==> src/rtl/ndiv_pkg.sv <==
package ndiv_pkg;

   // Flag triple carried between division steps
   typedef struct packed {
      logic q;
      logic m;
      logic t;
   } ndiv_flags_t;

endpackage

==> src/rtl/ndiv_step_core.sv <==
module ndiv_step_core
   import ndiv_pkg::*;
#(
   parameter int W            = 32,
   parameter bit SHARED_ADDER = 1'b1
) (
   input  logic [W-1:0] divisor,
   input  logic [W-1:0] rem_in,
   input  ndiv_flags_t  fin,
   output logic [W-1:0] rem_out,
   output logic         q_out,
   output logic         t_out
);

   if (W < 2) begin : g_chk_w
      $error("ndiv_step_core: W must be at least 2");
   end

   logic         q_mid;    // sign of remainder before the shift
   logic [W-1:0] shifted;
   logic         do_sub;
   logic         cb;       // carry of add or borrow of subtract

   assign q_mid   = rem_in[W-1];
   assign shifted = {rem_in[W-2:0], fin.t};
   assign do_sub  = (fin.q == fin.m);

   if (SHARED_ADDER) begin : g_shared
      // one adder: subtract as add of inverted operand plus one
      logic [W:0]   sum;
      logic [W-1:0] opnd;
      assign opnd    = do_sub ? ~divisor : divisor;
      assign sum     = {1'b0, shifted} + {1'b0, opnd} + {{W{1'b0}}, do_sub};
      assign rem_out = sum[W-1:0];
      assign cb      = do_sub ? ~sum[W] : sum[W];
   end else begin : g_dual
      // two adders in parallel, result picked afterwards
      logic [W:0] dif;
      logic [W:0] add;
      assign dif     = {1'b0, shifted} - {1'b0, divisor};
      assign add     = {1'b0, shifted} + {1'b0, divisor};
      assign rem_out = do_sub ? dif[W-1:0] : add[W-1:0];
      assign cb      = do_sub ? dif[W] : add[W];
   end

   assign q_out = q_mid ^ cb ^ fin.m;
   assign t_out = ~(q_out ^ fin.m);

endmodule

==> src/rtl/ndiv_step_reg.sv <==
module ndiv_step_reg
   import ndiv_pkg::*;
#(
   parameter int W            = 32,
   parameter bit SHARED_ADDER = 1'b1
) (
   input  logic         clk,
   input  logic         rst_n,
   input  logic         en,
   input  logic [W-1:0] divisor,
   input  logic [W-1:0] rem_in,
   input  ndiv_flags_t  fin,
   output logic [W-1:0] rem_o,
   output logic         q_o,
   output logic         t_o,
   output logic         vld
);

   logic [W-1:0] rem_nx;
   logic         q_nx;
   logic         t_nx;

   ndiv_step_core #(.W(W), .SHARED_ADDER(SHARED_ADDER)) core_i (
      .divisor (divisor),
      .rem_in  (rem_in),
      .fin     (fin),
      .rem_out (rem_nx),
      .q_out   (q_nx),
      .t_out   (t_nx)
   );

   always_ff @(posedge clk or negedge rst_n) begin
      if (!rst_n) begin
         rem_o <= '0;
         q_o   <= 1'b0;
         t_o   <= 1'b0;
         vld   <= 1'b0;
      end else begin
         vld <= en;
         if (en) begin
            rem_o <= rem_nx;
            q_o   <= q_nx;
            t_o   <= t_nx;
         end
      end
   end

   // outputs hold without a strobe
   a_r5_hold: assert property (@(posedge clk) disable iff (!rst_n)
      !en |=> $stable({rem_o, q_o, t_o}));
   // valid follows the strobe by one edge
   a_r5_vld_set: assert property (@(posedge clk) disable iff (!rst_n)
      en |=> vld);
   a_r5_vld_clr: assert property (@(posedge clk) disable iff (!rst_n)
      !en |=> !vld);
   // registered T agrees with registered Q and the sampled M
   a_r4_t_agrees_m: assert property (@(posedge clk) disable iff (!rst_n)
      en |=> (t_o == (q_o == $past(fin.m))));

endmodule

==> src/rtl/ndiv_seq.sv <==
module ndiv_seq
   import ndiv_pkg::*;
#(
   parameter int W            = 32,
   parameter bit SHARED_ADDER = 1'b1
) (
   input  logic         clk,
   input  logic         rst_n,
   input  logic         start,
   input  logic [W-1:0] divisor,
   input  logic [W-1:0] rem_in,
   input  logic [W-1:0] quo_in,
   input  logic         q_in,
   input  logic         m_in,
   output logic         busy,
   output logic         done,
   output logic [W-1:0] rem_o,
   output logic [W-1:0] quo_o,
   output logic         q_o,
   output logic         m_o,
   output logic         t_o
);

   localparam int              CW   = (W > 2) ? $clog2(W) : 1;
   localparam logic [CW-1:0]   LAST = CW'(W - 1);

   logic [W-1:0]  div_r;
   logic [W-1:0]  rem_r;
   logic [W-1:0]  quo_r;
   logic          q_r;
   logic          m_r;
   logic          t_r;
   logic [CW-1:0] cnt;

   ndiv_flags_t   fcur;
   logic [W-1:0]  rem_nx;
   logic          q_nx;
   logic          t_nx;

   // incoming T of each step is the bit rotated out of the quotient
   assign fcur = '{q: q_r, m: m_r, t: quo_r[W-1]};

   ndiv_step_core #(.W(W), .SHARED_ADDER(SHARED_ADDER)) core_i (
      .divisor (div_r),
      .rem_in  (rem_r),
      .fin     (fcur),
      .rem_out (rem_nx),
      .q_out   (q_nx),
      .t_out   (t_nx)
   );

   always_ff @(posedge clk or negedge rst_n) begin
      if (!rst_n) begin
         div_r <= '0;
         rem_r <= '0;
         quo_r <= '0;
         q_r   <= 1'b0;
         m_r   <= 1'b0;
         t_r   <= 1'b0;
         cnt   <= '0;
         busy  <= 1'b0;
         done  <= 1'b0;
      end else begin
         done <= 1'b0;
         if (!busy) begin
            if (start) begin
               div_r <= divisor;
               rem_r <= rem_in;
               quo_r <= quo_in;
               q_r   <= q_in;
               m_r   <= m_in;
               t_r   <= 1'b0;
               cnt   <= '0;
               busy  <= 1'b1;
            end
         end else begin
            rem_r <= rem_nx;
            q_r   <= q_nx;
            t_r   <= t_nx;
            quo_r <= {quo_r[W-2:0], t_nx};
            if (cnt == LAST) begin
               cnt  <= '0;
               busy <= 1'b0;
               done <= 1'b1;
            end else begin
               cnt <= cnt + 1'b1;
            end
         end
      end
   end

   assign rem_o = rem_r;
   assign quo_o = quo_r;
   assign q_o   = q_r;
   assign m_o   = m_r;
   assign t_o   = t_r;

   // M untouched while stepping
   a_r6_m_stable: assert property (@(posedge clk) disable iff (!rst_n)
      busy |=> $stable(m_r));
   // run continues until the last step
   a_r7_keeps_running: assert property (@(posedge clk) disable iff (!rst_n)
      (busy && cnt != LAST) |=> busy);
   // done is a single-cycle pulse issued while idle
   a_r8_done_idle: assert property (@(posedge clk) disable iff (!rst_n)
      done |-> !busy);
   a_r8_done_pulse: assert property (@(posedge clk) disable iff (!rst_n)
      done |=> !done);
   // start while busy only lets the count advance
   a_r9_start_ignored: assert property (@(posedge clk) disable iff (!rst_n)
      (busy && start && cnt != LAST) |=> (busy && cnt == $past(cnt) + 1'b1));
   // idle sequencer holds a cleared counter
   a_r10_idle_cnt_zero: assert property (@(posedge clk) disable iff (!rst_n)
      !busy |-> (cnt == '0));
   // T after each step agrees with Q and M
   a_r4_seq_t: assert property (@(posedge clk) disable iff (!rst_n)
      busy |=> (t_r == (q_r == m_r)));

endmodule

==> src/rtl/ndiv_unit.sv <==
module ndiv_unit
   import ndiv_pkg::*;
#(
   parameter int W            = 32,
   parameter bit SEQ_EN       = 1'b1,
   parameter bit SHARED_ADDER = 1'b1
) (
   input  logic         clk,
   input  logic         rst_n,
   input  logic         stp_en,
   input  logic [W-1:0] stp_divisor,
   input  logic [W-1:0] stp_rem,
   input  logic         stp_q,
   input  logic         stp_m,
   input  logic         stp_t,
   output logic [W-1:0] stp_rem_o,
   output logic         stp_q_o,
   output logic         stp_t_o,
   output logic         stp_vld,
   input  logic         sq_start,
   input  logic [W-1:0] sq_divisor,
   input  logic [W-1:0] sq_rem,
   input  logic [W-1:0] sq_quo,
   input  logic         sq_q,
   input  logic         sq_m,
   output logic         sq_busy,
   output logic         sq_done,
   output logic [W-1:0] sq_rem_o,
   output logic [W-1:0] sq_quo_o,
   output logic         sq_q_o,
   output logic         sq_m_o,
   output logic         sq_t_o
);

   ndiv_flags_t stp_flags;
   assign stp_flags = '{q: stp_q, m: stp_m, t: stp_t};

   ndiv_step_reg #(.W(W), .SHARED_ADDER(SHARED_ADDER)) step_i (
      .clk     (clk),
      .rst_n   (rst_n),
      .en      (stp_en),
      .divisor (stp_divisor),
      .rem_in  (stp_rem),
      .fin     (stp_flags),
      .rem_o   (stp_rem_o),
      .q_o     (stp_q_o),
      .t_o     (stp_t_o),
      .vld     (stp_vld)
   );

   if (SEQ_EN) begin : g_seq
      ndiv_seq #(.W(W), .SHARED_ADDER(SHARED_ADDER)) seq_i (
         .clk     (clk),
         .rst_n   (rst_n),
         .start   (sq_start),
         .divisor (sq_divisor),
         .rem_in  (sq_rem),
         .quo_in  (sq_quo),
         .q_in    (sq_q),
         .m_in    (sq_m),
         .busy    (sq_busy),
         .done    (sq_done),
         .rem_o   (sq_rem_o),
         .quo_o   (sq_quo_o),
         .q_o     (sq_q_o),
         .m_o     (sq_m_o),
         .t_o     (sq_t_o)
      );
   end else begin : g_noseq
      assign sq_busy  = 1'b0;
      assign sq_done  = 1'b0;
      assign sq_rem_o = '0;
      assign sq_quo_o = '0;
      assign sq_q_o   = 1'b0;
      assign sq_m_o   = 1'b0;
      assign sq_t_o   = 1'b0;
   end

endmodule

==> config.mk <==
export PLATFORM = sky130hd
export DESIGN_NAME = ndiv_unit
export DESIGN_NICKNAME = d
export VERILOG_FILES = /design/src/rtl/ndiv_pkg.sv /design/src/rtl/ndiv_step_core.sv /design/src/rtl/ndiv_step_reg.sv /design/src/rtl/ndiv_seq.sv /design/src/rtl/ndiv_unit.sv
export SDC_FILE = /design/constraint.sdc
export NUM_CORES = 1
export LEC_CHECK = 0
export ABC_AREA = 0
export BUFFER_PORTS_ARGS = -buffer_cell sky130_fd_sc_hd__buf_2
export CORE_MARGIN = 3
export CORE_UTILIZATION = 40
export DETAILED_ROUTE_END_ITERATION = 10
export PLACE_DENSITY = 0.67
export RECOVER_POWER = 25
export SLEW_MARGIN = 20
export SYNTH_ARGS = -nofsm -noshare
export SYNTH_HDL_FRONTEND = slang
export SYNTH_SLANG_ARGS = --single-unit
==> constraint.sdc <==
create_clock -name clk -period 4.79 [get_ports clk]
set_input_delay 1.437 -clock clk [delete_from_list [all_inputs] [get_ports clk]]
set_output_delay 1.437 -clock clk [all_outputs]
set_load 0.02 [all_outputs]
---- Word-level counts from Yosys, hierarchy flattened ----
Cells that the tools add are included.
storage, ports and cells
  bits in registers ....................... 141
  bits of input ports ..................... 169
  output and inout bits ................... 104
  word-level logic and storage cells ...... 56
operators by class
  reduce and logical (&&, ||, !) cells .... 2
  bitwise operators ....................... 13
  equal/unequal tests ..................... 3
  multiplexer cells ....................... 20
  $add $sub $neg .......................... 5
operators by type and width
  operator             number
  $mux 32              6
  $add 32x32->33       2
  $add 33x1->33        2
  $not 32->32          2
  $mux 5               3
  $mux 1               11
  $xor 1x1->1          6
  $add 5x1->5 const B  1
  $eq 5x5->1 const B   1
  $not 1->1            5
  $eq 1x1->1           2
  $reduce_and 2->1     1
  $reduce_bool 2->1    1

---- Logic depth before layout (Yosys ltp) ----
Gate-level depths: netlist (run 1).
  depth after elaboration ................. 11
  depth in mapped cells ................... 14
  mapped depth without buffers ............ 13

---- Cells and area by module ----
A second synthesis (run 1) with hierarchy kept.
unflattened totals
  cell total of the unflattened synthesis .. 1033
  area total of the unflattened synthesis .. 10268.6 um^2
by module, submodules not included
  module                                instances  area each (um^2)  seq. area each (um^2)  cells each
  ndiv_seq                              1          4677.0            2652.5                 388
  ndiv_step_core at step_i.core_i       1          2187.1            0.0                    305
  ndiv_step_core at g_seq.seq_i.core_i  1          1961.9            0.0                    267
  ndiv_step_reg                         1          1442.6            875.8                  73

---- Worst setup path after synthesis (run 1) ----
OpenSTA, ideal clock, no wires.
  path type ............................... input port to flip-flop
  from .................................... in stp_m
  to ...................................... reg step_i.q_o
  path slack .............................. 0.165 ns
  stages .................................. 13
  path buffers ............................ 1
  required time ........................... 4.665 ns
  setup time .............................. 0.125 ns
  arrival time ............................ 4.500 ns
  path through ............................ xor2_1 > clkbuf_1 > xnor2_1 > fa_1 > a21oi_1 > o22ai_1 > o31a_1 > o2bb2ai_1 > o211ai_1 > nand3_1 > a31oi_1 > xnor2_1 > mux2_2
on the way
  word-level cells in the longest chain between the ends .. 8
RTL lines
  what                  RTL line              source
  from (decl)           ndiv_unit.sv:14       input logic stp_m,
  $eq 1x1->1            ndiv_step_core.sv:26  assign do_sub = (fin.q == fin.m);
  $mux 32               ndiv_step_core.sv:32  assign opnd = do_sub ? ~divisor : divisor;
  $add 32x32->33        ndiv_step_core.sv:33  assign sum = {1'b0, shifted} + {1'b0, opnd} + {{W{1'b0}}, do_sub};
  $add 33x1->33         ndiv_step_core.sv:33
  $not 1->1             ndiv_step_core.sv:35  assign cb = do_sub ? ~sum[W] : sum[W];
  $mux 1                ndiv_step_core.sv:35
  $xor 1x1->1           ndiv_step_core.sv:46  assign q_out = q_mid ^ cb ^ fin.m;
  $xor 1x1->1 (*)       ndiv_step_core.sv:46
  to (signal assigned)  ndiv_step_reg.sv:42   q_o <= q_nx;
  to (decl)             ndiv_step_reg.sv:14   output logic q_o,
Mark *: on every way between the ends. The rest lies on a longest branch, timed or not.
A chain may end at the register's enable or synchronous reset.

---- Worst setup path after layout (run 1) ----
  from .................................... in stp_q
  to ...................................... reg step_i.rem_o[31]
on the way
  word-level cells in the longest chain between the ends .. 4
RTL lines
  what                  RTL line              source
  from (decl)           ndiv_unit.sv:13       input logic stp_q,
  $eq 1x1->1 (*)        ndiv_step_core.sv:26
  $mux 32               ndiv_step_core.sv:32
  $add 32x32->33        ndiv_step_core.sv:33
  $add 33x1->33 (*)     ndiv_step_core.sv:33
  to (signal assigned)  ndiv_step_reg.sv:41   rem_o <= rem_nx;
  to (decl)             ndiv_step_reg.sv:13   output logic [W-1:0] rem_o,
Marked as above.

==> results of run 1 <==
logic make-up (layout without fill, tap and decap cells):
kind of cell | after synthesis | count (layout) | share of synthesized area, %
AO/OA/AOI/OAI | 293 | 293 | 19.50
XOR/XNOR | 112 | 112 | 10.08
flip-flops | 141 | 141 | 36.00
multiplexers | 113 | 113 | 12.37
buffers and inverters | 71 | 343 | 2.757
adder cells (fa/ha/maj) | 66 | 66 | 8.578
other | 0 | 2 | 0
AND/OR/NAND/NOR | 220 | 220 | 10.71
layout by cell type (no fill, tap or decap), types with 20 or more instances in the layout:
cell type	netlist	final
sky130_fd_sc_hd__dfrtp_1	141	140
sky130_fd_sc_hd__a21o_1	47	47
sky130_fd_sc_hd__mux2_2	65	65
sky130_fd_sc_hd__mux2i_1	48	48
sky130_fd_sc_hd__a21oi_1	65	65
sky130_fd_sc_hd__ha_1	64	64
sky130_fd_sc_hd__xnor2_1	98	98
sky130_fd_sc_hd__inv_1	25	25
sky130_fd_sc_hd__nand3_1	20	20
sky130_fd_sc_hd__nor2_1	36	36
sky130_fd_sc_hd__buf_2	3	269
sky130_fd_sc_hd__nand2_1	89	89
sky130_fd_sc_hd__o21ai_0	74	74
sequential cells by signal, indices dropped and copies added (netlist names):
register and cells:
g_seq.seq_i.div_r 32, g_seq.seq_i.quo_o 32, g_seq.seq_i.rem_o 32, step_i.rem_o 32, g_seq.seq_i.cnt 5, g_seq.seq_i.busy 1
g_seq.seq_i.done 1, g_seq.seq_i.m_o 1, g_seq.seq_i.q_o 1, g_seq.seq_i.t_o 1, step_i.q_o 1, step_i.t_o 1
step_i.vld 1
layout make-up:
class	count	area (um^2)
timing repair buffer	286	1506
clock inverter	15	171.4
sequential	141	3532
fill	2218	11580
tap	319	399.1
multi-input combinational	804	6041
antenna	2	5.005
inverter	25	93.84
clock buffer	17	425.4
cell usage after synthesis, types with 3 or more instances:
cell	n	area, um^2
sky130_fd_sc_hd__a211o_1	4	35.03
sky130_fd_sc_hd__a211oi_1	17	127.6
sky130_fd_sc_hd__a21boi_0	3	22.52
sky130_fd_sc_hd__a21o_1	47	352.8
sky130_fd_sc_hd__a21oi_1	65	325.3
sky130_fd_sc_hd__a31oi_1	8	50.05
sky130_fd_sc_hd__and2_1	4	25.02
sky130_fd_sc_hd__and3_1	13	81.33
sky130_fd_sc_hd__and4_1	3	26.28
sky130_fd_sc_hd__buf_1	5	18.77
sky130_fd_sc_hd__buf_2	3	15.01
sky130_fd_sc_hd__clkbuf_1	38	142.6
sky130_fd_sc_hd__dfrtp_1	141	3528
sky130_fd_sc_hd__ha_1	64	800.8
sky130_fd_sc_hd__inv_1	25	93.84
sky130_fd_sc_hd__mux2_2	65	732.0
sky130_fd_sc_hd__mux2i_1	48	480.5
sky130_fd_sc_hd__nand2_1	89	334.1
sky130_fd_sc_hd__nand2b_1	7	43.79
sky130_fd_sc_hd__nand3_1	20	100.1
sky130_fd_sc_hd__nand3b_1	3	22.52
sky130_fd_sc_hd__nand4_1	9	56.30
sky130_fd_sc_hd__nor2_1	36	135.1
sky130_fd_sc_hd__nor2b_1	16	100.1
sky130_fd_sc_hd__nor3_1	10	50.05
sky130_fd_sc_hd__o2111ai_1	3	26.28
sky130_fd_sc_hd__o211ai_1	6	45.04
sky130_fd_sc_hd__o21a_1	5	37.54
sky130_fd_sc_hd__o21ai_0	74	370.4
sky130_fd_sc_hd__o21ai_1	7	35.03
sky130_fd_sc_hd__o21bai_1	7	52.55
sky130_fd_sc_hd__o22ai_1	3	18.77
sky130_fd_sc_hd__o311ai_0	3	26.28
sky130_fd_sc_hd__o31ai_1	7	52.55
sky130_fd_sc_hd__or2_2	3	18.77
sky130_fd_sc_hd__xnor2_1	98	858.3
sky130_fd_sc_hd__xor2_1	13	113.9
metal layers:
layer  wire length (um)  vias up  part of all wire, %
li1                   -     4227                    -
met1              12310     4070                   46
met2              12190      287                   46
met3               1722       27                  6.5
met4                408        6                  1.5
met5                 46        -                 0.17
critical path, stage by stage:
cell	delay (ns)
sky130_fd_sc_hd__buf_2	0.14
sky130_fd_sc_hd__xor2_4	0.35
sky130_fd_sc_hd__buf_4	0.26
sky130_fd_sc_hd__xnor2_1	0.08
sky130_fd_sc_hd__ha_1	0.40
sky130_fd_sc_hd__and4_1	0.28
sky130_fd_sc_hd__and3_1	0.20
sky130_fd_sc_hd__and2_1	0.13
sky130_fd_sc_hd__a22oi_1	0.09
sky130_fd_sc_hd__a31oi_1	0.40
sky130_fd_sc_hd__a21oi_1	0.18
sky130_fd_sc_hd__or4_1	0.50
sky130_fd_sc_hd__nand3_1	0.09
final timing paths:
path | cells after the start | end | from
max | 13 | step_i.rem_o[31]$_DFFE_PN0P_ | stp_q
max reg2reg | 13 | g_seq.seq_i.rem_o[29]$_DFFE_PN0P_ | g_seq.seq_i.q_o$_DFFE_PN0P_
min reg2reg | 1 | g_seq.seq_i.cnt[3]$_DFFE_PN0P_ | g_seq.seq_i.cnt[3]$_DFFE_PN0P_
max in group asynchronous | 1 | g_seq.seq_i.busy$_DFF_PN0_ | rst_n
min in group asynchronous | 1 | g_seq.seq_i.div_r[8]$_DFFE_PN0P_ | rst_n
min | 1 | g_seq.seq_i.cnt[3]$_DFFE_PN0P_ | g_seq.seq_i.cnt[3]$_DFFE_PN0P_
stage by stage:
step                hold slack [ns]  std cells  area [um^2]  worst slack, ns  util, %
finish                       0.4800       1609        12170           0.6118    51.25
global route                 0.5195       1607        12170           0.2367    51.23
CTS                          0.4760       1606        12160           0.6152    51.17
detailed placement           0.4618       1574        11560           0.1681    48.66
global placement             0.4620       1574        11560           0.2560    48.66
floorplan                    0.4375       1016         9802           0.1650        -
==> load_flow_metrics.sql, run 1 <==
INSERT INTO impl_metrics (metric_group, metric, value, unit) VALUES
('critical_path', 'cp.arrival', '4.54', 'ns'),
('sta', 'min_period_over_period', '87.23', '%'),
('route', 'routed_via_density', '5.356', ''),
('clocking', 'tritoncts', 'yes', ''),
('critical_path', 'critical_path.startpoint_type', 'input pin', ''),
('yosys', 'post_synth.cell_area_avg', '9.648', 'um^2'),
('die', 'core_area', '0.02375', 'mm^2'),
('route', 'postRouteAntennaNets', '0', ''),
('clocking', 'cts.root.buffer_cell', 'sky130_fd_sc_hd__clkbuf_16', ''),
('global_routing', 'gr-usage-met1', '27.04', '%'),
('die', 'die_h', '162.5', 'um'),
('worst_hold_path', 'hp-class', 'reg2reg', ''),
('die', 'floorplan.die_area', '0.02642', 'mm^2'),
('yosys', 'dominantRegCellSynth', 'sky130_fd_sc_hd__dfrtp_1', ''),
('placement', 'place.gp.congestion', '0.9159', ''),
('critical_path', 'timing.critical_path.required', '5.15', 'ns'),
('sta', 'fin_crit', '4.178', 'ns'),
('sta', 'worst_clock_skew', '0.01216', 'ns'),
('yosys', 'yosysWarnings', '0', ''),
('clocking', 'clk_lat_worst_skew', '0.42', 'ns'),
('clocking', 'cts_htree_levels', '4', ''),
('clocking', 'clock-sinks', '141', ''),
('sta', 'max_clock_freq', '239.3', 'MHz'),
('yosys', 'syn_nets', '1251', ''),
('sta', 'grt_setup_unrepaired', 'no', ''),
('sta', 'worst_slew_pin_slew', '2.812', 'ns'),
('yosys', 'synth.ff_latch_count', '141', ''),
('route', 'routed-via-count', '8617', ''),
('placement', 'port_buffers', '272', ''),
('sta', 'maxSlewViolCount', '50', ''),
('global_routing', 'gr-max-usage-layer', 'met2', ''),
('cells_and_area', 'finish.net_count', '1510', ''),
('critical_path', 'setup.reg_to_reg.worst_slack', '0.91', 'ns'),
('yosys', 'asyncSetResetFlopFracSynth', '100.0', '%'),
('global_routing', 'grt_max_degree', '76', ''),
('sta', 'setup_total_negative_slack', '0', 'ns'),
('global_routing', 'grt_usage', '20.01', '%'),
('route', 'firstDrtPassIters', '5', ''),
('clocking', 'tritoncts.num_buffers', '17', ''),
('clocking', 'ctsHoldBuffers', '0', ''),
('yosys', 'yosysSeqAreaShare', '36.00', '%'),
('clocking', 'cts_setup_buffers', '0', ''),
('yosys', 'synthesis.area', '0.009802', 'mm^2'),
('global_routing', 'number_of_global_route_vias_before_repair', '8435', ''),
('yosys', 'synth-edff-count', '0', ''),
('route', 'average_detailed_routed_wire_length_per_instance', '16.58', 'um'),
('global_routing', 'grt_pass1_wl', '42.85', 'mm'),
('die', 'start_util', '41.27', '%'),
('cells_and_area', 'synthToLayoutAreaGrowth', '24.20', '%'),
('route', 'postRouteWirelength', '26.68', 'mm'),
('critical_path', 'worstSetupPathType', 'in2reg', ''),
('die', 'die_x', '162.5', 'um'),
('placement', 'hpwlAfterDp', '20.36', 'mm'),
('cells_and_area', 'post_route_cells_drive_above_1_share', '30.82', '%'),
('clocking', 'clk_path_buf_depth', '2', ''),
('clocking', 'ctsResizeCount', '0', ''),
('sta', 'worst_slew_margin_rel', '-87.49', '%'),
('sta', 'setup_viol', '0', ''),
('global_routing', 'number_of_antenna_violations_at_the_first_check_in_global_routing', '3', ''),
('clocking', 'clock_transition_at_the_registers_of_the_reported_paths', '0.07', 'ns'),
('yosys', 'cell_count_after_synthesis', '1016', ''),
('status', 'failed_checks', 'capacitance limit, slew limit', ''),
('status', 'outcome', 'finished, violations left', ''),
('route', 'drt_iter0_drc', '542', ''),
('flow_run', 'timing.max_cap.violations', '1', ''),
('yosys', 'post_synth_num_cell_types', '71', ''),
('critical_path', 'crit_fanout', '8', ''),
('global_routing', 'grt.overflow.total', '0', ''),
('die', 'placementRows', '56', ''),
('global_routing', 'globalRouteMet2Util', '32.65', '%'),
('route', 'drcViolationCount', '0', ''),
('global_routing', 'grt_use_met3', '4.883', '%'),
('die', 'io-pin-count', '273', ''),
('critical_path', 'worst_setup_path_end_kind', 'flop', ''),
('sta', 'report.final.hold_viol_count', '0', '');
Power of run 1 is left out: the tool's default activity adds up to more than one toggle a clock period on the data nets, which glitch-free logic cannot reach.
==> run 2: changes to the inputs <==
--- a/config.mk
+++ b/config.mk
@@ -5,12 +5,12 @@
 export SDC_FILE = /design/constraint.sdc
 export NUM_CORES = 1
 export LEC_CHECK = 0
-export ABC_AREA = 0
+export ABC_AREA = 1
 export BUFFER_PORTS_ARGS = -buffer_cell sky130_fd_sc_hd__buf_2
 export CORE_MARGIN = 3
 export CORE_UTILIZATION = 40
 export DETAILED_ROUTE_END_ITERATION = 10
-export PLACE_DENSITY = 0.67
+export PLACE_DENSITY = 0.66
 export RECOVER_POWER = 25
 export SLEW_MARGIN = 20
 export SYNTH_ARGS = -nofsm -noshare
==> run 2 against run 1 <==
The run still ends with capacitance limit, slew limit left. Die area is 7.0% higher. Synthesized cell count increased by 49%. Final area rose by 5.2%. Flip-flop and latch count unchanged. Maximum frequency grew 6.7%. Routed wire length rose by 30%. Final cell count is 32% higher. Core utilization shrank 0.97 points. Global-route usage increased by 4.4 points. Critical path type unchanged. Critical endpoint unchanged.
==> load_flow_metrics.sql, run 2 <==
INSERT INTO impl_metrics (metric_group, metric, value, unit) VALUES
('status', 'outcome', 'finished, violations left', ''),
('status', 'failed_checks', 'capacitance limit, slew limit', ''),
('yosys', 'dominantRegCellSynth', 'sky130_fd_sc_hd__dfrtp_1', ''),
('clocking', 'clock_transition_at_the_registers_of_the_reported_paths', '0.08', 'ns'),
('route', 'average_detailed_routed_wire_length_per_instance', '16.29', 'um'),
('yosys', 'synthesized_area_fraction_occupied_by_adder_cells', '7.997', '%'),
('yosys', 'synth_compound_area_share', '11.85', '%'),
('critical_path', 'timing.critical_path.required', '5.16', 'ns'),
('yosys', 'synth_top_family_by_area', 'simple AND/OR/NAND/NOR gates', ''),
('clocking', 'tritoncts.num_buffers', '17', ''),
('yosys', 'post-synth-top-area-fraction', '33.56', '%'),
('clocking', 'cts.root.buffer_cell', 'sky130_fd_sc_hd__clkbuf_16', ''),
('sta', 'worst_clock_skew', '0.01116', 'ns'),
('yosys', 'yosys.area_share.xor_xnor', '6.914', '%'),
('global_routing', 'grt_use_met3', '3.921', '%'),
('clocking', 'tritoncts', 'yes', ''),
('power', 'vdd_drop_max', '0.0004361', 'V'),
('power', 'static-leakage-power', '6.973', 'nW'),
('global_routing', 'number_of_global_route_vias_before_repair', '10690', ''),
('route', 'routed_via_density', '5.028', ''),
('power', 'p_per_area', '892.2', 'mW/mm^2'),
('yosys', 'yosysWarnings', '0', ''),
('sta', 'max_clock_freq', '255.4', 'MHz'),
('yosys', 'synth.ff_latch_count', '141', ''),
('global_routing', 'gr-usage-met1', '31.90', '%'),
('sta', 'grt_setup_unrepaired', 'no', ''),
('yosys', 'post_synth_most_frequent_cells', 'sky130_fd_sc_hd__nand2_1 (554), sky130_fd_sc_hd__inv_1 (160), sky130_fd_sc_hd__dfrtp_1 (141)', ''),
('placement', 'port_buffers', '272', ''),
('route', 'drt_iter0_drc', '628', ''),
('route', 'drcViolationCount', '0', ''),
('global_routing', 'grt_usage', '24.41', '%'),
('cells_and_area', 'layout.cells.most_common_list', 'sky130_fd_sc_hd__nand2_1 (553), sky130_fd_sc_hd__buf_2 (269), sky130_fd_sc_hd__inv_1 (160), sky130_fd_sc_hd__dfrtp_1 (141), sky130_fd_sc_hd__nor2_1 (106)', ''),
('yosys', 'synthesis.area', '0.01051', 'mm^2'),
('cells_and_area', 'stdcell_area', '0.01281', 'mm^2'),
('yosys', 'syn_nets', '1749', ''),
('yosys', 'post_synth_num_cell_types', '44', ''),
('sta', 'worst_slew_pin_slew', '2.703', 'ns'),
('yosys', 'synth-edff-count', '0', ''),
('cells_and_area', 'fillerInstances', '2590', ''),
('route', 'firstDrtPassIters', '5', ''),
('yosys', 'post_synth.cell_area_avg', '6.944', 'um^2'),
('clocking', 'cts_setup_buffers', '0', ''),
('sta', 'min_period_over_period', '81.74', '%'),
('cells_and_area', 'finish.net_count', '2016', ''),
('die', 'core_area', '0.02547', 'mm^2'),
('critical_path', 'worstSetupPathType', 'in2reg', ''),
('yosys', 'main_area_contributors_after_synthesis', 'sky130_fd_sc_hd__dfrtp_1 (34%), sky130_fd_sc_hd__nand2_1 (20%), sky130_fd_sc_hd__ha_1 (7.6%), sky130_fd_sc_hd__xor2_1 (5.7%), sky130_fd_sc_hd__inv_1 (5.7%)', ''),
('sta', 'maxSlewViolCount', '136', ''),
('placement', 'place.gp.congestion', '0.9441', ''),
('cells_and_area', 'area_taken_by_flip_flops_and_latches', '0.003528', 'mm^2'),
('critical_path', 'worst_setup_path_end_kind', 'flop', ''),
('clocking', 'ctsResizeCount', '0', ''),
('yosys', 'cell_count_after_synthesis', '1514', ''),
('flow_run', 'timing.max_cap.violations', '2', ''),
('clocking', 'clock-sinks', '141', ''),
('cells_and_area', 'post_route_cells_drive_above_1_share', '18.69', '%'),
('critical_path', 'crit_fanout', '17', ''),
('worst_hold_path', 'hp-class', 'reg2reg', ''),
('yosys', 'area_fraction_in_and_or_nand_and_nor_cells_after_synthesis', '32.10', '%'),
('yosys', 'yosysSeqAreaShare', '33.56', '%'),
('critical_path', 'critical_path.startpoint_type', 'input pin', ''),
('sta', 'worst_slew_margin_rel', '-80.19', '%'),
('route', 'postRouteWirelength', '34.59', 'mm'),
('global_routing', 'grt.overflow.total', '0', ''),
('placement', 'place_area', '0.01223', 'mm^2'),
('clocking', 'clk_path_buf_depth', '2', ''),
('sta', 'report.final.hold_viol_count', '0', ''),
('yosys', 'synth_top_area_cell', 'sky130_fd_sc_hd__dfrtp_1', ''),
('global_routing', 'grt_max_degree', '79', ''),
('cells_and_area', 'synthToLayoutAreaGrowth', '21.83', '%'),
('clocking', 'cts_htree_levels', '4', ''),
('yosys', 'asyncSetResetFlopFracSynth', '100.0', '%'),
('global_routing', 'gr-max-usage-layer', 'met2', ''),
('yosys', 'muxShareOfSynthArea', '0', '%'),
('die', 'floorplan.die_area', '0.02827', 'mm^2'),
('route', 'routed-via-count', '10680', ''),
('die', 'die_x', '168.1', 'um'),
('sta', 'fin_crit', '3.915', 'ns'),
('global_routing', 'globalRouteMet2Util', '42.15', '%'),
('die', 'die_h', '168.1', 'um'),
('cells_and_area', 'final_common_cell', 'sky130_fd_sc_hd__nand2_1', ''),
('sta', 'setup_viol', '0', ''),
('placement', 'hpwlAfterDp', '27.46', 'mm'),
('die', 'io-pin-count', '273', ''),
('die', 'placementRows', '58', ''),
('clocking', 'ctsHoldBuffers', '0', ''),
('global_routing', 'number_of_antenna_violations_at_the_first_check_in_global_routing', '3', ''),
('die', 'start_util', '41.28', '%'),
('cells_and_area', 'multi_input_comb_area', '0.006198', 'mm^2'),
('sta', 'setup_total_negative_slack', '0', 'ns'),
('critical_path', 'cp.arrival', '4.29', 'ns'),
('yosys', 'synthMostInstantiatedCell', 'sky130_fd_sc_hd__nand2_1', ''),
('route', 'postRouteAntennaNets', '0', ''),
('clocking', 'clk_lat_worst_skew', '0.43', 'ns'),
('global_routing', 'grt_pass1_wl', '55.61', 'mm');
-- run 2: cell count changes in the layout (fill, tap and decap cells not counted), sizes merged, moves of 17 or more --
cell,previous run,this run
nand2,89,565
mux2,65,0
mux2i,48,0
a21o,48,13
nand3,21,103
inv,34,164
nor2,36,108
a211oi,19,2
o21ai,81,46
xnor2,98,14
xor2,14,69
-- run 2: cells by family after synthesis --
family,Yosys count
AND/OR/NAND/NOR,824
XOR/XNOR,83
adder cells (fa/ha/maj),66
AO/OA/AOI/OAI,198
buffers and inverters,202
flip-flops,141
-- run 2: metal layers --
layer  vias to the layer above  wire length, um  share of wire, %
li1                       5400                -                 -
met1                      4885            15170                44
met2                       333            16660                48
met3                        53             2010               5.8
met4                         4              728               2.1
met5                         -               22             0.064
-- run 2: area by class of cell --
cell class | count | area share, %
well taps | 330 | 3.224
diodes | 1 | 0.01954
repair buffers | 287 | 11.41
clock buffers | 17 | 3.321
flip-flops and latches | 141 | 27.55
multi-input cells | 1171 | 48.39
clock inverters | 13 | 1.309
inverters | 163 | 4.777
-- run 2: final timing paths --
check                      slack [ns]                                end  cells after the start                    startpoint
max reg2reg                      1.38  g_seq.seq_i.rem_o[15]$_DFFE_PN0P_                      6    g_seq.seq_i.busy$_DFF_PN0_
min                              0.48       step_i.rem_o[18]$_DFFE_PN0P_                      2  step_i.rem_o[18]$_DFFE_PN0P_
max                              0.87       step_i.rem_o[31]$_DFFE_PN0P_                     17                         stp_m
min reg2reg                      0.48       step_i.rem_o[18]$_DFFE_PN0P_                      2  step_i.rem_o[18]$_DFFE_PN0P_
max in group asynchronous        1.48  g_seq.seq_i.rem_o[26]$_DFFE_PN0P_                      2                         rst_n
min in group asynchronous        1.56  g_seq.seq_i.quo_o[20]$_DFFE_PN0P_                      1                         rst_n
-- run 2: worst max-delay path, cell delays in order --
cell	delay, ns
sky130_fd_sc_hd__buf_2	0.11
sky130_fd_sc_hd__inv_1	0.07
sky130_fd_sc_hd__nand2_1	0.06
sky130_fd_sc_hd__nand2_1	0.37
sky130_fd_sc_hd__buf_4	0.39
sky130_fd_sc_hd__xor2_1	0.24
sky130_fd_sc_hd__ha_1	0.32
sky130_fd_sc_hd__a21o_1	0.22
sky130_fd_sc_hd__a21oi_1	0.25
sky130_fd_sc_hd__nand2_1	0.09
sky130_fd_sc_hd__a21oi_1	0.15
sky130_fd_sc_hd__nand2_2	0.11
sky130_fd_sc_hd__nand2_1	0.13
sky130_fd_sc_hd__nand2_1	0.06
sky130_fd_sc_hd__nand2_1	0.06
sky130_fd_sc_hd__nand3_1	0.08
sky130_fd_sc_hd__nand2_1	0.13
-- run 2: metrics by stage --
stage | std cells | worst slack [ns] | hold slack (ns) | util, % | power, mW
after global routing | 2123 | 0.6477 | 0.5073 | 50.28 | 12.53
after detailed placement | 2092 | 0.4664 | 0.4685 | 48.02 | 9.993
after global placement | 2092 | 0.5006 | 0.4628 | 48.02 | 9.902
after floorplan | 1514 | 1.240 | 0.4683 | - | 7.818
after CTS | 2122 | 0.9260 | 0.4829 | 50.35 | 11.44
final | 2123 | 0.8747 | 0.4786 | 50.28 | 11.43
-- run 2: power by group --
part           switching (mW)  leakage, nW  internal (mW)  total [mW]
logic                    5.09         4.99           2.78        7.87
registers               0.398         1.70           1.78        2.18
clock network           0.565        0.286          0.818        1.38
total                    6.05         6.97           5.38        11.4
(Power assumes the default switching activity.)
==> run 3: changes to the inputs <==
--- a/config.mk
+++ b/config.mk
@@ -5,12 +5,12 @@
 export SDC_FILE = /design/constraint.sdc
 export NUM_CORES = 1
 export LEC_CHECK = 0
-export ABC_AREA = 1
+export ABC_AREA = 0
 export BUFFER_PORTS_ARGS = -buffer_cell sky130_fd_sc_hd__buf_2
 export CORE_MARGIN = 3
 export CORE_UTILIZATION = 40
 export DETAILED_ROUTE_END_ITERATION = 10
-export PLACE_DENSITY = 0.66
+export PLACE_DENSITY = 0.67
 export RECOVER_POWER = 25
 export SLEW_MARGIN = 20
 export SYNTH_ARGS = -nofsm -noshare
==> constraint.sdc (replaced) <==
create_clock -name clk -period 3.9 [get_ports clk]
set_input_delay 1.17 -clock clk [delete_from_list [all_inputs] [get_ports clk]]
set_output_delay 1.17 -clock clk [all_outputs]
set_load 0.02 [all_outputs]
==> run 3 against run 2 <==
The flow still finishes with violations (capacitance limit, slew limit). Critical path depth fell by 3. Final area fell by 1.6%. Via count shrank 18%. Clock-buffer cell count increased by 1. Setup slack got worse by 0.65 ns. Core utilization up 2.8 points. Sequential share of layout area is 0.50 points higher. Flip-flop and latch count unchanged. Global-route usage down 4.4 points. Hold slack better by 0.0063 ns. Critical endpoint is now step_i.q_o$_DFFE_PN0P_. Largest cell class unchanged. Highest routed layer unchanged.
==> load_flow_metrics.sql, run 3 (same netlist as run 1, synthesis figures left out) <==
INSERT INTO impl_metrics (metric_group, metric, value, unit) VALUES
('status', 'outcome', 'finished, violations left', ''),
('status', 'failed_checks', 'capacitance limit, slew limit', ''),
('sta', 'min_period_over_period', '94.19', '%'),
('die', 'core_area', '0.02375', 'mm^2'),
('route', 'routed-via-count', '8758', ''),
('sta', 'report.final.hold_viol_count', '0', ''),
('cells_and_area', 'finish.net_count', '1555', ''),
('sta', 'grt_setup_unrepaired', 'no', ''),
('placement', 'place.gp.congestion', '0.9125', ''),
('route', 'postRouteWirelength', '26.64', 'mm'),
('route', 'drcViolationCount', '0', ''),
('sta', 'max_clock_freq', '272.2', 'MHz'),
('critical_path', 'timing.critical_path.required', '4.21', 'ns'),
('cells_and_area', 'post_route_cells_drive_above_1_share', '33.53', '%'),
('critical_path', 'worstSetupPathType', 'in2reg', ''),
('critical_path', 'worst_setup_path_end_kind', 'flop', ''),
('clocking', 'cts.root.buffer_cell', 'sky130_fd_sc_hd__clkbuf_16', ''),
('placement', 'numPlacedInstances', '1620', ''),
('cells_and_area', 'fillerInstances', '2187', ''),
('clocking', 'clock_transition_at_the_registers_of_the_reported_paths', '0.07', 'ns'),
('flow_run', 'timing.max_cap.violations', '1', ''),
('global_routing', 'number_of_antenna_violations_at_the_first_check_in_global_routing', '2', ''),
('sta', 'worst_slew_pin_slew', '1.918', 'ns'),
('global_routing', 'number_of_global_route_vias_before_repair', '8628', ''),
('cells_and_area', 'instances_no_fill', '1653', ''),
('clocking', 'tritoncts', 'yes', ''),
('critical_path', 'critical_path.startpoint_type', 'input pin', ''),
('cells_and_area', 'post-route-util', '53.04', '%'),
('critical_path', 'crit_start', 'stp_m', ''),
('sta', 'setup_viol', '0', ''),
('global_routing', 'grt_max_degree', '90', ''),
('die', 'die_x', '162.5', 'um'),
('critical_path', 'worstRegToRegCells', '13', ''),
('clocking', 'cts_htree_levels', '4', ''),
('sta', 'maxSlewViolCount', '72', ''),
('die', 'start_util', '41.27', '%'),
('critical_path', 'critPathMaxStageDelay', '0.41', 'ns'),
('route', 'routed_via_density', '5.298', ''),
('sta', 'setup_slack', '0.2264', 'ns'),
('die', 'io-pin-count', '273', ''),
('critical_path', 'slowest_library_cell_on_the_worst_path', 'sky130_fd_sc_hd__fa_1', ''),
('critical_path', 'setup.reg_to_reg.worst_slack', '0.23', 'ns'),
('critical_path', 'crit_fanout', '14', ''),
('cells_and_area', 'layout.cells.most_common_list', 'sky130_fd_sc_hd__buf_2 (269), sky130_fd_sc_hd__dfrtp_1 (139), sky130_fd_sc_hd__xnor2_1 (98), sky130_fd_sc_hd__nand2_1 (89), sky130_fd_sc_hd__o21ai_0 (74)', ''),
('cells_and_area', 'area_taken_by_flip_flops_and_latches', '0.003533', 'mm^2'),
('sta', 'worst_slew_margin_rel', '-27.84', '%'),
('clocking', 'clk_path_buf_depth', '2', ''),
('worst_hold_path', 'hp-class', 'reg2reg', ''),
('cells_and_area', 'final_common_cell', 'sky130_fd_sc_hd__buf_2', ''),
('die', 'placementRows', '56', ''),
('placement', 'port_buffers', '272', ''),
('route', 'drt_iter0_drc', '441', ''),
('global_routing', 'grt.overflow.total', '0', ''),
('global_routing', 'grt_pass1_wl', '43.10', 'mm'),
('critical_path', 'cp-endpoint', 'step_i.q_o$_DFFE_PN0P_', ''),
('critical_path', 'series_of_cell_instances_along_the_critical_path', 'buf_2, xor2_4, buf_12, xnor2_1, fa_1, a21oi_1, o22ai_1, o31a_1, o2bb2ai_1, o211ai_1, nand3_1, a31oi_1, xnor2_1, mux2_2', ''),
('cells_and_area', 'multi_input_comb_area', '0.006060', 'mm^2'),
('clocking', 'clk_lat_worst_skew', '0.43', 'ns'),
('critical_path', 'cp.arrival', '3.98', 'ns'),
('route', 'postRouteAntennaNets', '0', ''),
('critical_path', 'r2r-start', 'g_seq.seq_i.q_o$_DFFE_PN0P_', ''),
('global_routing', 'grt_usage', '20.05', '%'),
('clocking', 'tritoncts.num_buffers', '17', ''),
('critical_path', 'reg2reg_to', 'g_seq.seq_i.rem_o[29]$_DFFE_PN0P_', ''),
('sta', 'worst_hold_slack', '0.4850', 'ns'),
('clocking', 'clock-sinks', '141', ''),
('route', 'average_detailed_routed_wire_length_per_instance', '16.12', 'um'),
('critical_path', 'crit_path_frequent_cell', 'sky130_fd_sc_hd__xnor2_1', ''),
('placement', 'hpwlAfterDp', '20.42', 'mm'),
('route', 'firstDrtPassIters', '5', ''),
('cells_and_area', 'synthToLayoutAreaGrowth', '28.54', '%'),
('die', 'floorplan.die_area', '0.02642', 'mm^2'),
('sta', 'worst_clock_skew', '0.009602', 'ns'),
('sta', 'fin_crit', '3.674', 'ns'),
('placement', 'detailedPlace.worstSlack', '-0.2323', 'ns'),
('clocking', 'ctsHoldBuffers', '0', ''),
('die', 'die_h', '162.5', 'um');
## run 3: how the worst min path moves through the flow
stage	from	to	slack [ns]	cells past startpoint
6_report	g_seq.seq_i.cnt[3]$_DFFE_PN0P_	g_seq.seq_i.cnt[3]$_DFFE_PN0P_	0.48	1
5_1_grt	g_seq.seq_i.cnt[3]$_DFFE_PN0P_	g_seq.seq_i.cnt[3]$_DFFE_PN0P_	0.51	1
4_1_cts	g_seq.seq_i.cnt[3]$_DFFE_PN0P_	g_seq.seq_i.cnt[3]$_DFFE_PN0P_	0.48	1
3_5_place_dp	g_seq.seq_i.cnt[3]$_DFFE_PN0P_	g_seq.seq_i.cnt[3]$_DFFE_PN0P_	0.47	1
3_3_place_gp	g_seq.seq_i.cnt[3]$_DFFE_PN0P_	g_seq.seq_i.cnt[3]$_DFFE_PN0P_	0.46	1
2_1_floorplan	g_seq.seq_i.cnt[3]$_DFFE_PN0P_	g_seq.seq_i.cnt[3]$_DFFE_PN0P_	0.44	1
## run 3: area by class of cell
cell class	count	area share, %
Sequential cell	141	28.04
Tap cell	319	3.168
Clock buffer	18	3.486
Timing Repair Buffer	331	14.63
Clock inverter	14	1.817
Inverter	25	0.7448
Antenna cell	1	0.01986
Multi-Input combinational cell	804	48.09
## run 3: worst max-delay path, delay by kind of cell
kind            cells  cell delay (ns)
xor+xnor            3             0.41
fa+ha+maj           1             0.41
compound gates      6             1.29
mux                 1             0.26
simple gates        1             0.15
buf+inv             2             0.28
## run 3: what timing repair did
action,CTS,global route
endpoints found under the setup margin,0,6
buffers inserted,0,0
gates resized for setup,0,4
endpoints found under the hold margin,0,0
## run 3: metrics by stage
stage | instance area (um^2) | TNS (ns)
finish | 12600 | 0
global route | 12600 | 0
CTS | 12580 | 0
detailed placement | 11920 | -1.486
global placement | 11920 | -0.9642
floorplan | 9834 | 0
## run 3: metal layers
metal	part of all wire, %	wire length (um)	GRT usage (%)	up-vias
met3	6.8	1803	4.527	25
met1	45	12100	26.79	4133
met5	0.090	24	0	-
met2	46	12330	33.12	278
met4	1.4	380	5.037	4
li1	-	-	-	4318
Power of run 3 is left out for the same reason.
